$ cat src/rtl/tdc_pkg.sv
`timescale 1ns/1ps
package tdc_pkg;
    // Bits needed to hold a tap index 0..taps-1.
    function automatic int index_bits(input int taps);
        return (taps > 1) ? $clog2(taps) : 1;
    endfunction
endpackage

$ cat src/rtl/tdc_sync_chain.sv
`timescale 1ns/1ps
module tdc_sync_chain #(
    parameter int W      = 1,
    parameter int STAGES = 2
) (
    input  logic         clk,
    input  logic         rst_n,
    input  logic [W-1:0] d_i,
    output logic [W-1:0] q_o
);
    logic [W-1:0] stage_q [STAGES];

    for (genvar g = 0; g < STAGES; g++) begin : g_stage
        logic [W-1:0] stage_d;
        if (g == 0) begin : g_first
            assign stage_d = d_i;
        end else begin : g_next
            assign stage_d = stage_q[g-1];
        end
        always_ff @(posedge clk or negedge rst_n) begin
            if (!rst_n) stage_q[g] <= '0;
            else        stage_q[g] <= stage_d;
        end
    end

    assign q_o = stage_q[STAGES-1];
endmodule

$ cat src/rtl/tdc_therm_decode.sv
`timescale 1ns/1ps
module tdc_therm_decode #(
    parameter int TAPS  = 41,
    parameter int POS_W = 6
) (
    input  logic [TAPS-1:0]  snap_i,
    output logic [POS_W-1:0] pos_o,
    output logic             found_o
);
    logic [TAPS:0] ext;

    always_comb begin
        ext     = {1'b1, snap_i};
        pos_o   = '0;
        found_o = 1'b0;
        // Scan downwards so the lowest qualifying run wins.
        for (int i = TAPS - 1; i >= 0; i--) begin
            if (ext[i] && ext[i+1]) begin
                pos_o   = POS_W'(i);
                found_o = 1'b1;
            end
        end
    end

    always_comb begin
        if (found_o) begin
            p_run_start_r3: assert (snap_i[pos_o] == 1'b1)
                else $error("decoded position does not hold a one");
        end
    end
endmodule

$ cat src/rtl/tdc_stamp_combiner.sv
`timescale 1ns/1ps
module tdc_stamp_combiner #(
    parameter int TAPS        = 41,
    parameter int COARSE_W    = 16,
    parameter int SYNC_STAGES = 2,
    parameter int FINE_W      = tdc_pkg::index_bits(TAPS)
) (
    input  logic                       clk,
    input  logic                       rst_n,
    input  logic                       req_i,
    input  logic [TAPS-1:0]            ev_snap_i,
    input  logic [TAPS-1:0]            ref_snap_i,
    output logic [COARSE_W+FINE_W-1:0] stamp_o,
    output logic                       err_o,
    output logic                       valid_o
);
    localparam int SYNC_W  = 2 * TAPS + 1;
    localparam int STAMP_W = COARSE_W + FINE_W;

    typedef struct packed {
        logic                req_prev;
        logic                busy;
        logic [COARSE_W-1:0] coarse;
        logic                v1;
        logic [TAPS-1:0]     cap_ev;
        logic [TAPS-1:0]     cap_ref;
        logic [COARSE_W-1:0] cap_coarse;
        logic                v2;
        logic [FINE_W-1:0]   ev_pos;
        logic [FINE_W-1:0]   ref_pos;
        logic                bad;
        logic [COARSE_W-1:0] dec_coarse;
        logic [STAMP_W-1:0]  stamp;
        logic                err;
        logic                valid;
    } state_t;

    state_t state_d, state_q;

    // Synchronizer for request and both snapshots.
    logic [SYNC_W-1:0] sync_out;
    logic              sync_req;
    logic [TAPS-1:0]   sync_ev, sync_ref;

    tdc_sync_chain #(.W(SYNC_W), .STAGES(SYNC_STAGES)) u_sync (
        .clk   (clk),
        .rst_n (rst_n),
        .d_i   ({req_i, ev_snap_i, ref_snap_i}),
        .q_o   (sync_out)
    );
    assign {sync_req, sync_ev, sync_ref} = sync_out;

    // One decoder per captured snapshot.
    logic [TAPS-1:0]   dec_in    [2];
    logic [FINE_W-1:0] dec_pos   [2];
    logic              dec_found [2];

    assign dec_in[0] = state_q.cap_ev;
    assign dec_in[1] = state_q.cap_ref;

    for (genvar g = 0; g < 2; g++) begin : g_dec
        tdc_therm_decode #(.TAPS(TAPS), .POS_W(FINE_W)) u_dec (
            .snap_i  (dec_in[g]),
            .pos_o   (dec_pos[g]),
            .found_o (dec_found[g])
        );
    end

    logic                rise, take;
    logic [FINE_W:0]     fine_sum;
    logic [COARSE_W-1:0] coarse_out;

    always_comb begin
        state_d    = state_q;
        fine_sum   = '0;
        coarse_out = state_q.dec_coarse;

        rise = sync_req & ~state_q.req_prev;
        take = rise & ~state_q.busy;

        state_d.req_prev = sync_req;
        state_d.coarse   = state_q.coarse + 1'b1;

        // Stage 1: capture.
        state_d.v1 = take;
        if (take) begin
            state_d.cap_ev     = sync_ev;
            state_d.cap_ref    = sync_ref;
            state_d.cap_coarse = state_q.coarse;
        end

        // Stage 2: decode.
        state_d.v2 = state_q.v1;
        if (state_q.v1) begin
            state_d.ev_pos     = dec_pos[0];
            state_d.ref_pos    = dec_pos[1];
            state_d.bad        = ~(dec_found[0] & dec_found[1]);
            state_d.dec_coarse = state_q.cap_coarse;
        end

        // Stage 3: combine.
        state_d.valid = state_q.v2;
        if (state_q.v2) begin
            if (state_q.bad) begin
                state_d.stamp = {state_q.dec_coarse, {FINE_W{1'b0}}};
                state_d.err   = 1'b1;
            end else begin
                if (state_q.ev_pos < state_q.ref_pos) begin
                    fine_sum   = {1'b0, state_q.ev_pos} + (FINE_W+1)'(TAPS)
                               - {1'b0, state_q.ref_pos};
                    coarse_out = state_q.dec_coarse - 1'b1;
                end else begin
                    fine_sum   = {1'b0, state_q.ev_pos} - {1'b0, state_q.ref_pos};
                    coarse_out = state_q.dec_coarse;
                end
                state_d.stamp = {coarse_out, fine_sum[FINE_W-1:0]};
                state_d.err   = 1'b0;
            end
        end

        if (take)            state_d.busy = 1'b1;
        else if (state_q.v2) state_d.busy = 1'b0;
    end

    always_ff @(posedge clk or negedge rst_n) begin
        if (!rst_n) state_q <= '0;
        else        state_q <= state_d;
    end

    assign stamp_o = state_q.stamp;
    assign err_o   = state_q.err;
    assign valid_o = state_q.valid;

    p_count_step_r2: assert property (@(posedge clk) disable iff (!rst_n)
        1'b1 |=> state_q.coarse == $past(state_q.coarse) + 1'b1)
        else $error("coarse counter did not step");

    p_latency_r5: assert property (@(posedge clk) disable iff (!rst_n)
        take |-> ##3 valid_o)
        else $error("result did not appear three edges after capture");

    p_fine_range_r4: assert property (@(posedge clk) disable iff (!rst_n)
        (valid_o && !err_o) |-> (stamp_o[FINE_W-1:0] < FINE_W'(TAPS)))
        else $error("fine field out of range");

    p_err_fine_zero_r7: assert property (@(posedge clk) disable iff (!rst_n)
        (valid_o && err_o) |-> (stamp_o[FINE_W-1:0] == '0))
        else $error("error result carries a fine value");

    p_valid_pulse_r8: assert property (@(posedge clk) disable iff (!rst_n)
        valid_o |=> !valid_o)
        else $error("valid held longer than one cycle");

    p_inflight_r9: assert property (@(posedge clk) disable iff (!rst_n)
        valid_o |-> $past(state_q.busy))
        else $error("result without an event in flight");
endmodule

$ cat config.mk
export PLATFORM = sky130hd
export DESIGN_NAME = tdc_stamp_combiner
export DESIGN_NICKNAME = d
export VERILOG_FILES = /design/src/rtl/tdc_pkg.sv /design/src/rtl/tdc_sync_chain.sv /design/src/rtl/tdc_therm_decode.sv /design/src/rtl/tdc_stamp_combiner.sv
export SDC_FILE = /design/constraint.sdc
export NUM_CORES = 1
export LEC_CHECK = 0
export BUFFER_PORTS_ARGS = -buffer_cell sky130_fd_sc_hd__buf_2
export CORE_MARGIN = 4
export CORE_UTILIZATION = 25
export DETAILED_ROUTE_END_ITERATION = 6
export PLACE_DENSITY = 0.48
export SYNTH_ARGS = -nofsm -noshare
export SYNTH_HDL_FRONTEND = slang
export SYNTH_SLANG_ARGS = --single-unit
export TNS_END_PERCENT = 100
$ cat constraint.sdc
create_clock -name clk -period 2.6 [get_ports clk]
set_clock_uncertainty 0.05 [all_clocks]
set_input_delay 0.13 -clock clk [delete_from_list [all_inputs] [get_ports clk]]
set_output_delay 0.13 -clock clk [all_outputs]
set_load 0.01 [all_outputs]
==> flow_summary.yaml, run 1 <==
grt:
  grt-busiest-layer: "met2"
  use_met3_pct: 2.130
  grt_usage_pct: 9.717
  grt_pass1_wl_um: 42170
  grt_max_degree: 63
  grt_pass1_vias: 7831
  gr-total-overflow: 0
  antenna_found_initial: 0
  use_met1_pct: 12.78
  use_met2_pct: 15.83
yosys:
  synth_fa_ha_area_share_pct: 2.122
  ys_warn_count: 0
  synth-xor-area-share_pct: 2.568
  async_flop_share_pct: 100.0
  ys_seq_elements: 337
  synth_top_area_share_pct: 66.83
  synth_top_family_by_area: "multiplexers"
  synth_ff_type: "dfrtp_1"
  ys_types: 60
  synth.avg_cell_area_um2: 13.50
  ys_seq_area_share_pct: 66.83
  synth.net_count: 1039
  synthCells: 935
  muxShareOfSynthArea_pct: 10.34
  synth_compound_area_share_pct: 8.457
  synth_edf_count: 0
  synth_area_leader_cell: "dfrtp_1"
  synthTopCellsByArea: "dfrtp_1 67%, mux2_2 10%, o21ai_0 2.8%, nand2_1 2.1%, nor2_1 1.5%"
  synthesis.area_mm2: 0.01262
  yosys.area_share.simple_pct: 6.950
die:
  die_w_um: 232.7
  die_area_mm2: 0.05414
  io_pins: 109
  initial_core_util_pct: 25.20
  num_rows: 82
  core_mm2: 0.05007
  die_h_um: 232.7
place:
  gp_congestion: 0.7470
  dp_hpwl_um: 17600
  placed_area_mm2: 0.01402
  portBuffers: 108
cts:
  htreeDepth: 2
  cts.sinks: 337
  cts_tree: "yes"
  root_buffer: "clkbuf_16"
  clk_latency_ns: 0.54
  clk_pin_slew_ns: 0.06
  clock_path_buffers: 3
  cts_buffers: 38
cells_and_area:
  final_area_mm2: 0.01622
  drive_above_1_share_pct: 28.09
  area_growth_pct: 28.52
  fin_nets: 1260
  layout_common_cells: "337 x dfrtp_1, 115 x mux2_2, 107 x buf_2"
  post-route-util_pct: 32.39
  diodes: 0
  final_common_cell: "dfrtp_1"
route:
  routed_wl_um: 25650
  first_pass_iters: 4
  avgRoutedWirePerCell_um: 13.84
  avgViaCountPerCell: 4.133
  drt_iter0_markers: 258
  drc_errors: 0
  ant_nets: 0
  num_vias: 7662
setup_path:
  cp.required_ns: 2.96
  slowest_stage: "dfrtp_1"
  worstPathMaxFanout: 3
  crit_type: "flip-flop to flip-flop"
  cp_data_arrival_time_ns: 2.89
  crit_chain: "ha_4 -> fa_1 -> a31o_2 -> a31o_4 -> nor2_4 -> nor4b_4 -> buf_4 -> nand2_2 -> nor3_2 -> xnor2_1 -> a21oi_1"
  critPathLaunchType: "flip-flop"
  end_kind: "flip-flop"
  critical-path-max-stage-delay_ns: 0.41
sta:
  finalMaxSlewViolations: 0
  relSlewSlack_pct: 52.35
  worst_pin_slew_ns: 0.6968
  min_period_ns: 2.529
  period_share_pct: 97.27
  setup_viol: 0
  hold_viol_final: 0
  fmax_mhz: 395.4
job:
  max_cap_violations: 0
hold_path:
  hold_path_class: "input pin to async pin"
power:
  ir_drop_mv: 0.5162
  power_leakage_nw: 7.155
  power_density_mw_per_mm2: 1102
status:
  status: "complete, no violations"
## metal layers
| layer | vias up | wire length [um] | share of wire [%] |
|---|---|---|---|
| met3 | 33 | 1024 | 4.0 |
| li1 | 3694 | - | - |
| met5 | - | 0 | 0 |
| met4 | 0 | 590 | 2.3 |
| met2 | 128 | 12350 | 48 |
| met1 | 3807 | 11690 | 46 |
## worst paths after layout
kind                                                from                       endpoint  slack, ns  cells after the start
max in group asynchronous                          rst_n                 u_sync.q_o[50]       1.64                      3
hold / removal                                     rst_n                      dec_in[1]       0.07                      2
hold reg to reg            u_sync.g_stage[1].stage_d[20]                 u_sync.q_o[20]       0.29                      0
setup reg to reg                             state_q[49]                    stamp_o[21]       0.07                     11
min in group clk                           ev_snap_i[38]  u_sync.g_stage[1].stage_d[79]       0.17                      2
setup / recovery                             state_q[49]                    stamp_o[21]       0.07                     11
## metrics by stage
stage | power [mW] | hold WS, ns | setup WS (ns) | TNS, ns | cells
after CTS | 18.17 | 0.07635 | 0.0002776 | 0 | 1849
after floorplan | 10.94 | -0.2156 | 0.03391 | 0 | 935
after global routing | 19.19 | 0.09543 | -0.02202 | -0.03840 | 1854
after detailed placement | 12.48 | 0.07876 | -0.05246 | -0.08244 | 1695
after global placement | 12.35 | 0.06787 | -0.008186 | -0.008186 | 1695
final | 17.88 | 0.06593 | 0.07091 | 0 | 1854
## state kept, by name, indices dropped and copies added (netlist names)
signal	cells
u_sync.g_stage.stage_d	83
u_sync.q_o	83
dec_in	82
state_q	63
stamp_o	22
state_d	2
err_o	1
valid_o	1
## critical path, delay by kind of cell, from the launching register on
family          cells  cell delay, ns
xor+xnor            1            0.14
simple gates        4            0.56
compound gates      3            0.56
fa+ha+maj           2            0.54
flops               1            0.41
buf+inv             1            0.15
## where the power goes
group / total (mW) / internal, mW / switching (mW)
clock network: 5.34 / 3.22 / 2.11
logic: 5.07 / 2.57 / 2.50
registers: 7.48 / 6.38 / 1.10
## Yosys cell counts (all sizes together) (4+ instances only)
cell type	number
xor2	17
nor3	9
nor2	53
dfrtp	337
nand2b	5
buf	24
xnor2	20
nand3	9
o2bb2ai	5
a21oi	35
fa	4
a21o	7
a31oi	7
o21a	6
o21ai	71
nand4	8
a211oi	9
and3	4
nand2	73
nand3b	4
ha	15
inv	27
clkbuf	19
mux2	115
## repair_timing
item | 4_1_cts | 5_1_grt
gates resized for setup | 4 | 2
setup endpoints to repair | 4 | 6
buffers inserted | 4 | 5
pin swaps | 5 | 5
hold buffers | 84 | 0
hold endpoints to repair | 367 | 0
## cells by family after synthesis
logic type                 count (synthesis)
AOI/OAI and AO/OA                        173
xor gates and xnor gates                  37
adders and majority gates                 19
buffers and inverters                     70
DFF                                      337
muxes                                    116
and+or+nand+nor                          183
## final cells by class
| type | instances | area (um^2) |
|---|---|---|
| clock inverter | 14 | 183.9 |
| inverter | 27 | 101.3 |
| clock buffer | 52 | 1075 |
| multi-input combinational | 528 | 3891 |
| timing repair buffer | 224 | 1694 |
| tap | 672 | 840.8 |
| sequential | 337 | 8433 |
| fill | 5057 | 33850 |
Power figures use the tool's default switching activity.
==> inputs of run 2 (changes only) <==
--- a/config.mk
+++ b/config.mk
@@ -5,7 +5,9 @@
 export SDC_FILE = /design/constraint.sdc
 export NUM_CORES = 1
 export LEC_CHECK = 0
+export ABC_AREA = 1
 export BUFFER_PORTS_ARGS = -buffer_cell sky130_fd_sc_hd__buf_2
+export CORE_ASPECT_RATIO = 1.5
 export CORE_MARGIN = 4
 export CORE_UTILIZATION = 25
 export DETAILED_ROUTE_END_ITERATION = 6
==> flow_summary.yaml, run 2 <==
power:
  power_leakage_nw: 8.219
  power_density_mw_per_mm2: 1108
  ir_drop_mv: 0.4508
sta:
  rsz0062_at_grt: "yes"
  worst_pin_slew_ns: 0.9744
  hold_viol_final: 0
  setup_viol: 10
  layout_setup_ws_ns: -0.3735
  fin_hold_ws_ns: 0.07328
  min_period_ns: 2.973
  fmax_mhz: 336.3
  period_share_pct: 114.4
  finalMaxSlewViolations: 0
  relSlewSlack_pct: 35.04
place:
  gp_congestion: 0.7396
  portBuffers: 108
  dpl_worst_slack_ns: -0.4270
  dp_hpwl_um: 17900
yosys:
  synth_area_leader_cell: "dfrtp_1"
  yosys.area_share.simple_pct: 20.80
  ys_seq_area_share_pct: 66.90
  synth_top_area_share_pct: 66.90
  ys_seq_elements: 337
  muxShareOfSynthArea_pct: 0
  synthCells: 1261
  synth.most_common_cell: "nand2_1"
  ys_types: 33
  synth-xor-area-share_pct: 1.806
  synthTopCellsByArea: "dfrtp_1 67%, nand2_1 16%, o21ai_0 2.4%, nor2_1 2.3%, inv_1 1.7%"
  synth_fa_ha_area_share_pct: 2.124
  synth_common_cells: "543 x nand2_1, 337 x dfrtp_1, 76 x nor2_1"
  synth.avg_cell_area_um2: 9.997
  async_flop_share_pct: 100.0
  ys_warn_count: 0
  synthesis.area_mm2: 0.01261
  synth_compound_area_share_pct: 4.149
  synth_edf_count: 0
  synth.net_count: 1365
  synth_top_family_by_area: "simple AND/OR/NAND/NOR gates"
  synth_ff_type: "dfrtp_1"
route:
  num_vias: 8640
  drc_errors: 0
  routed_wl_um: 26240
  avgRoutedWirePerCell_um: 11.94
  avgViaCountPerCell: 3.933
  drt_iter0_markers: 352
  ant_nets: 0
  first_pass_iters: 4
setup_path:
  worstPathMaxFanout: 3
  cp_data_arrival_time_ns: 3.31
  crit_type: "flip-flop to flip-flop"
  end_kind: "flip-flop"
  critPathLaunchType: "flip-flop"
  cp.required_ns: 2.94
die:
  initial_core_util_pct: 25.31
  core_mm2: 0.04980
  die_h_um: 283.0
  num_rows: 100
  io_pins: 109
  die_area_mm2: 0.05415
  die_w_um: 191.3
cells_and_area:
  diodes: 0
  fin_nets: 1610
  layout_common_cells: "538 x nand2_1, 337 x dfrtp_1, 107 x buf_2"
  area_growth_pct: 30.29
  final_common_cell: "nand2_1"
  drive_above_1_share_pct: 18.19
cts:
  cts_buffers: 36
  clk_pin_slew_ns: 0.06
  cts.sinks: 337
  clock_path_buffers: 3
  clk_latency_ns: 0.53
  root_buffer: "clkbuf_16"
  htreeDepth: 2
  cts_tree: "yes"
hold_path:
  hold_path_class: "input pin to async pin"
grt:
  grt_max_degree: 90
  grt_usage_pct: 10.00
  grt_pass1_wl_um: 44350
  gr-total-overflow: 0
  antenna_found_initial: 0
  grt_pass1_vias: 9137
status:
  status: "complete, but fails checks"
  violations: "negative setup slack"
job:
  max_cap_violations: 0
==> run 2: kinds of logic after synthesis <==
group                      Yosys count
and+or+nand+nor                    665
adders and majority gates           19
xor gates and xnor gates            26
DFF                                337
buffers and inverters              119
AOI/OAI and AO/OA                   95
==> run 2: repair_timing <==
action	4_1_cts	5_1_grt
setup endpoints to repair	12	16
buffers inserted	7	7
endpoints found under the hold margin	420	0
gates resized for setup	4	29
pin swaps	2	12
hold buffers	84	0
cloned	0	0
==> run 2: layout make-up <==
cell class / instances / area, um^2
Clock buffer: 46 / 989.7
Clock inverter: 20 / 220.2
Fill cell: 5234 / 33370
Inverter: 69 / 262.8
Multi-Input combinational cell: 805 / 3724
Sequential cell: 337 / 8433
Tap cell: 663 / 829.5
Timing Repair Buffer: 257 / 1966
==> run 2: path summary, 6_finish.rpt <==
check | cells after the start | endpoint | from | slack (ns)
worst max-delay path | 23 | stamp_o[20] | state_q[47] | -0.37
worst min-delay path | 2 | dec_in[39] | rst_n | 0.07
worst max register to register | 23 | stamp_o[20] | state_q[47] | -0.37
worst min register to register | 0 | u_sync.q_o[19] | u_sync.g_stage[1].stage_d[19] | 0.28
max in group asynchronous | 3 | state_q[160] | rst_n | 1.65
min in group clk | 2 | u_sync.g_stage[1].stage_d[43] | ev_snap_i[2] | 0.19
==> run 2: per-stage QoR <==
stage / utilization, % / cell area, um^2 / cells / total power [mW] / setup TNS (ns)
after floorplan: - / 12610 / 1261 / 10.85 / -1.361
after global placement: 28.49 / 14190 / 2033 / 12.67 / -2.394
after detailed placement: 28.49 / 14190 / 2033 / 12.74 / -2.717
after CTS: 32.74 / 16300 / 2190 / 18.36 / -2.531
after global routing: 32.98 / 16420 / 2197 / 19.84 / -6.202
final: 32.98 / 16420 / 2197 / 18.19 / -2.271
==> run 2: critical path, stage by stage (launching register included) <==
cell	delay, ns
dfrtp_1	0.37
inv_1	0.06
ha_2	0.16
inv_2	0.04
fa_2	0.33
nand2_2	0.10
o21ai_4	0.07
a31oi_4	0.17
inv_4	0.05
nor2_4	0.13
buf_6	0.13
nand2_4	0.04
nor3_2	0.12
inv_1	0.07
nor2_1	0.08
inv_1	0.06
nor2_1	0.09
nand2_1	0.07
nor2_1	0.11
inv_2	0.07
nor3_4	0.14
nand3_1	0.11
xor2_1	0.14
o21ai_1	0.06
==> run 2: routing by layer <==
layer	up-vias	global-route usage (%)	wire (um)
li1	4397	-	-
met1	4067	11.25	10570
met2	126	18.67	13890
met3	50	1.650	872
met4	0	3.809	905
met5	-	0	0
==> run 2: power by group <==
group | internal [mW] | switching (mW) | leakage (nW)
Clock | 3.05 | 2.14 | 0.588
Sequential | 6.31 | 0.752 | 4.12
Combinational | 2.56 | 3.38 | 3.52
==> inputs of run 3 (changes only) <==
--- a/config.mk
+++ b/config.mk
@@ -5,10 +5,10 @@
 export SDC_FILE = /design/constraint.sdc
 export NUM_CORES = 1
 export LEC_CHECK = 0
-export ABC_AREA = 1
+export ABC_AREA = 0
 export BUFFER_PORTS_ARGS = -buffer_cell sky130_fd_sc_hd__buf_2
 export CORE_ASPECT_RATIO = 1.5
-export CORE_MARGIN = 4
+export CORE_MARGIN = 2
 export CORE_UTILIZATION = 25
 export DETAILED_ROUTE_END_ITERATION = 6
 export PLACE_DENSITY = 0.48
==> flow_summary.yaml, run 3 (synthesis gave the netlist of run 1 again) <==
route:
  drc_errors: 0
  drt_iter0_markers: 290
  avgViaCountPerCell: 4.141
  routed_wl_um: 25430
  ant_nets: 0
  avgRoutedWirePerCell_um: 13.87
  num_vias: 7591
  first_pass_iters: 4
place:
  portBuffers: 108
  dpl_worst_slack_ns: -0.09311
  gp_congestion: 0.7679
  dp_hpwl_um: 17260
setup_path:
  worstReg2RegStart: "state_q[47]"
  r2r_cells: 12
  crit_type: "flip-flop to flip-flop"
  worstPathMaxFanout: 3
  reg2reg_slack_ns: 0.01
  end_kind: "flip-flop"
  timing.rr.end: "stamp_o[17]"
  critPathLaunchType: "flip-flop"
  cp.required_ns: 2.94
  cp_data_arrival_time_ns: 2.92
cts:
  cts_buffers: 36
  cts.sinks: 337
  htreeDepth: 2
  clock_path_buffers: 3
  cts_tree: "yes"
  root_buffer: "clkbuf_16"
  clk_latency_ns: 0.52
  clk_pin_slew_ns: 0.06
grt:
  grt_usage_pct: 9.943
  antenna_found_initial: 0
  grt_pass1_wl_um: 41770
  gr-total-overflow: 0
  grt_max_degree: 101
  grt_pass1_vias: 7916
die:
  io_pins: 109
  num_rows: 100
  core_mm2: 0.04980
  die_w_um: 187.4
  die_h_um: 279.2
  die_area_mm2: 0.05233
  initial_core_util_pct: 25.34
power:
  ir_drop_mv: 0.4951
  power_leakage_nw: 7.097
  power_mw: 17.72
  power_density_mw_per_mm2: 1097
sta:
  finalMaxSlewViolations: 0
  hold_viol_final: 0
  tns_ns: 0
  relSlewSlack_pct: 55.18
  fmax_mhz: 386.6
  fin_hold_ws_ns: 0.1566
  rsz0062_at_grt: "yes"
  worst_pin_slew_ns: 0.6723
  period_share_pct: 99.47
  min_period_ns: 2.586
  layout_setup_ws_ns: 0.01365
  setup_viol: 0
job:
  max_cap_violations: 0
cells_and_area:
  area_growth_pct: 28.02
  diodes: 0
  drive_above_1_share_pct: 28.03
  fin_nets: 1251
  layout_common_cells: "337 x dfrtp_1, 115 x mux2_2, 107 x buf_2"
  final_common_cell: "dfrtp_1"
status:
  status: "complete, no violations"
hold_path:
  hold_path_class: "input pin to async pin"
==> run 3: cell count changes in the layout (fill, tap and decap cells not counted), moves of 10 or more <==
cell / before / now
inv_1: 54 / 26
a21oi_1: 13 / 34
inv_2: 11 / 1
xnor2_1: 4 / 20
nand2_1: 538 / 69
o21ai_1: 11 / 0
nor2_1: 75 / 50
o21ai_0: 50 / 71
buf_4: 56 / 19
mux2_2: 0 / 115
==> run 3: where the power goes <==
group          internal (mW)  total (mW)  switching (mW)
logic                   2.54        5.03            2.49
clock network           3.18        5.20            2.02
registers               6.37        7.48            1.11
total                   12.1        17.7            5.62
==> run 3: stage by stage <==
stage / cells / utilization [%] / cell area [um^2]
floorplan: 935 / - / 12630
global placement: 1687 / 28.17 / 14030
detailed placement: 1687 / 28.17 / 14030
CTS: 1832 / 32.31 / 16090
global route: 1833 / 32.44 / 16160
finish: 1833 / 32.44 / 16160
==> run 3: cell type report <==
type	instances	area, um^2
tap	663	829.5
sequential	337	8433
clock buffer	52	1042
fill	5052	33640
timing repair buffer	217	1654
multi-input combinational	528	3935
clock inverter	9	160.2
inverter	27	101.3
==> run 3: critical path, stage by stage, from the launching register on <==
cell      delay [ns]
dfrtp_1         0.37
inv_1           0.06
ha_2            0.16
inv_2           0.04
fa_2            0.36
a31o_4          0.24
a31o_4          0.25
nor2_4          0.10
nor4b_4         0.32
nand2b_1        0.15
nor3_2          0.15
xnor2_1         0.14
a21oi_1         0.08
==> run 3: timing repair <==
action,in CTS,in global routing
setup endpoints to repair,8,13
hold buffers,84,0
gates resized for setup,3,14
setup buffers,0,2
endpoints found under the hold margin,207,0
pin swaps,0,5
==> run 3: how the worst max path moves through the flow <==
stage,startpoint,endpoint,depth (start not counted)
after floorplan,state_q[47],stamp_o[17],12
after global placement,state_q[47],stamp_o[15],12
after detailed placement,state_q[47],stamp_o[16],12
after CTS,state_q[47],stamp_o[15],12
after global routing,state_q[47],stamp_o[17],12
final,state_q[47],stamp_o[17],12
==> run 3: per-layer routing <==
metal  vias to the layer above  share of wire [%]  track usage, %
li1                       3670                  -               -
met1                      3756                 40           11.02
met5                         -                  0               0
met3                        42                3.2           1.810
met2                       123                 54           18.69
met4                         0                3.0           3.917
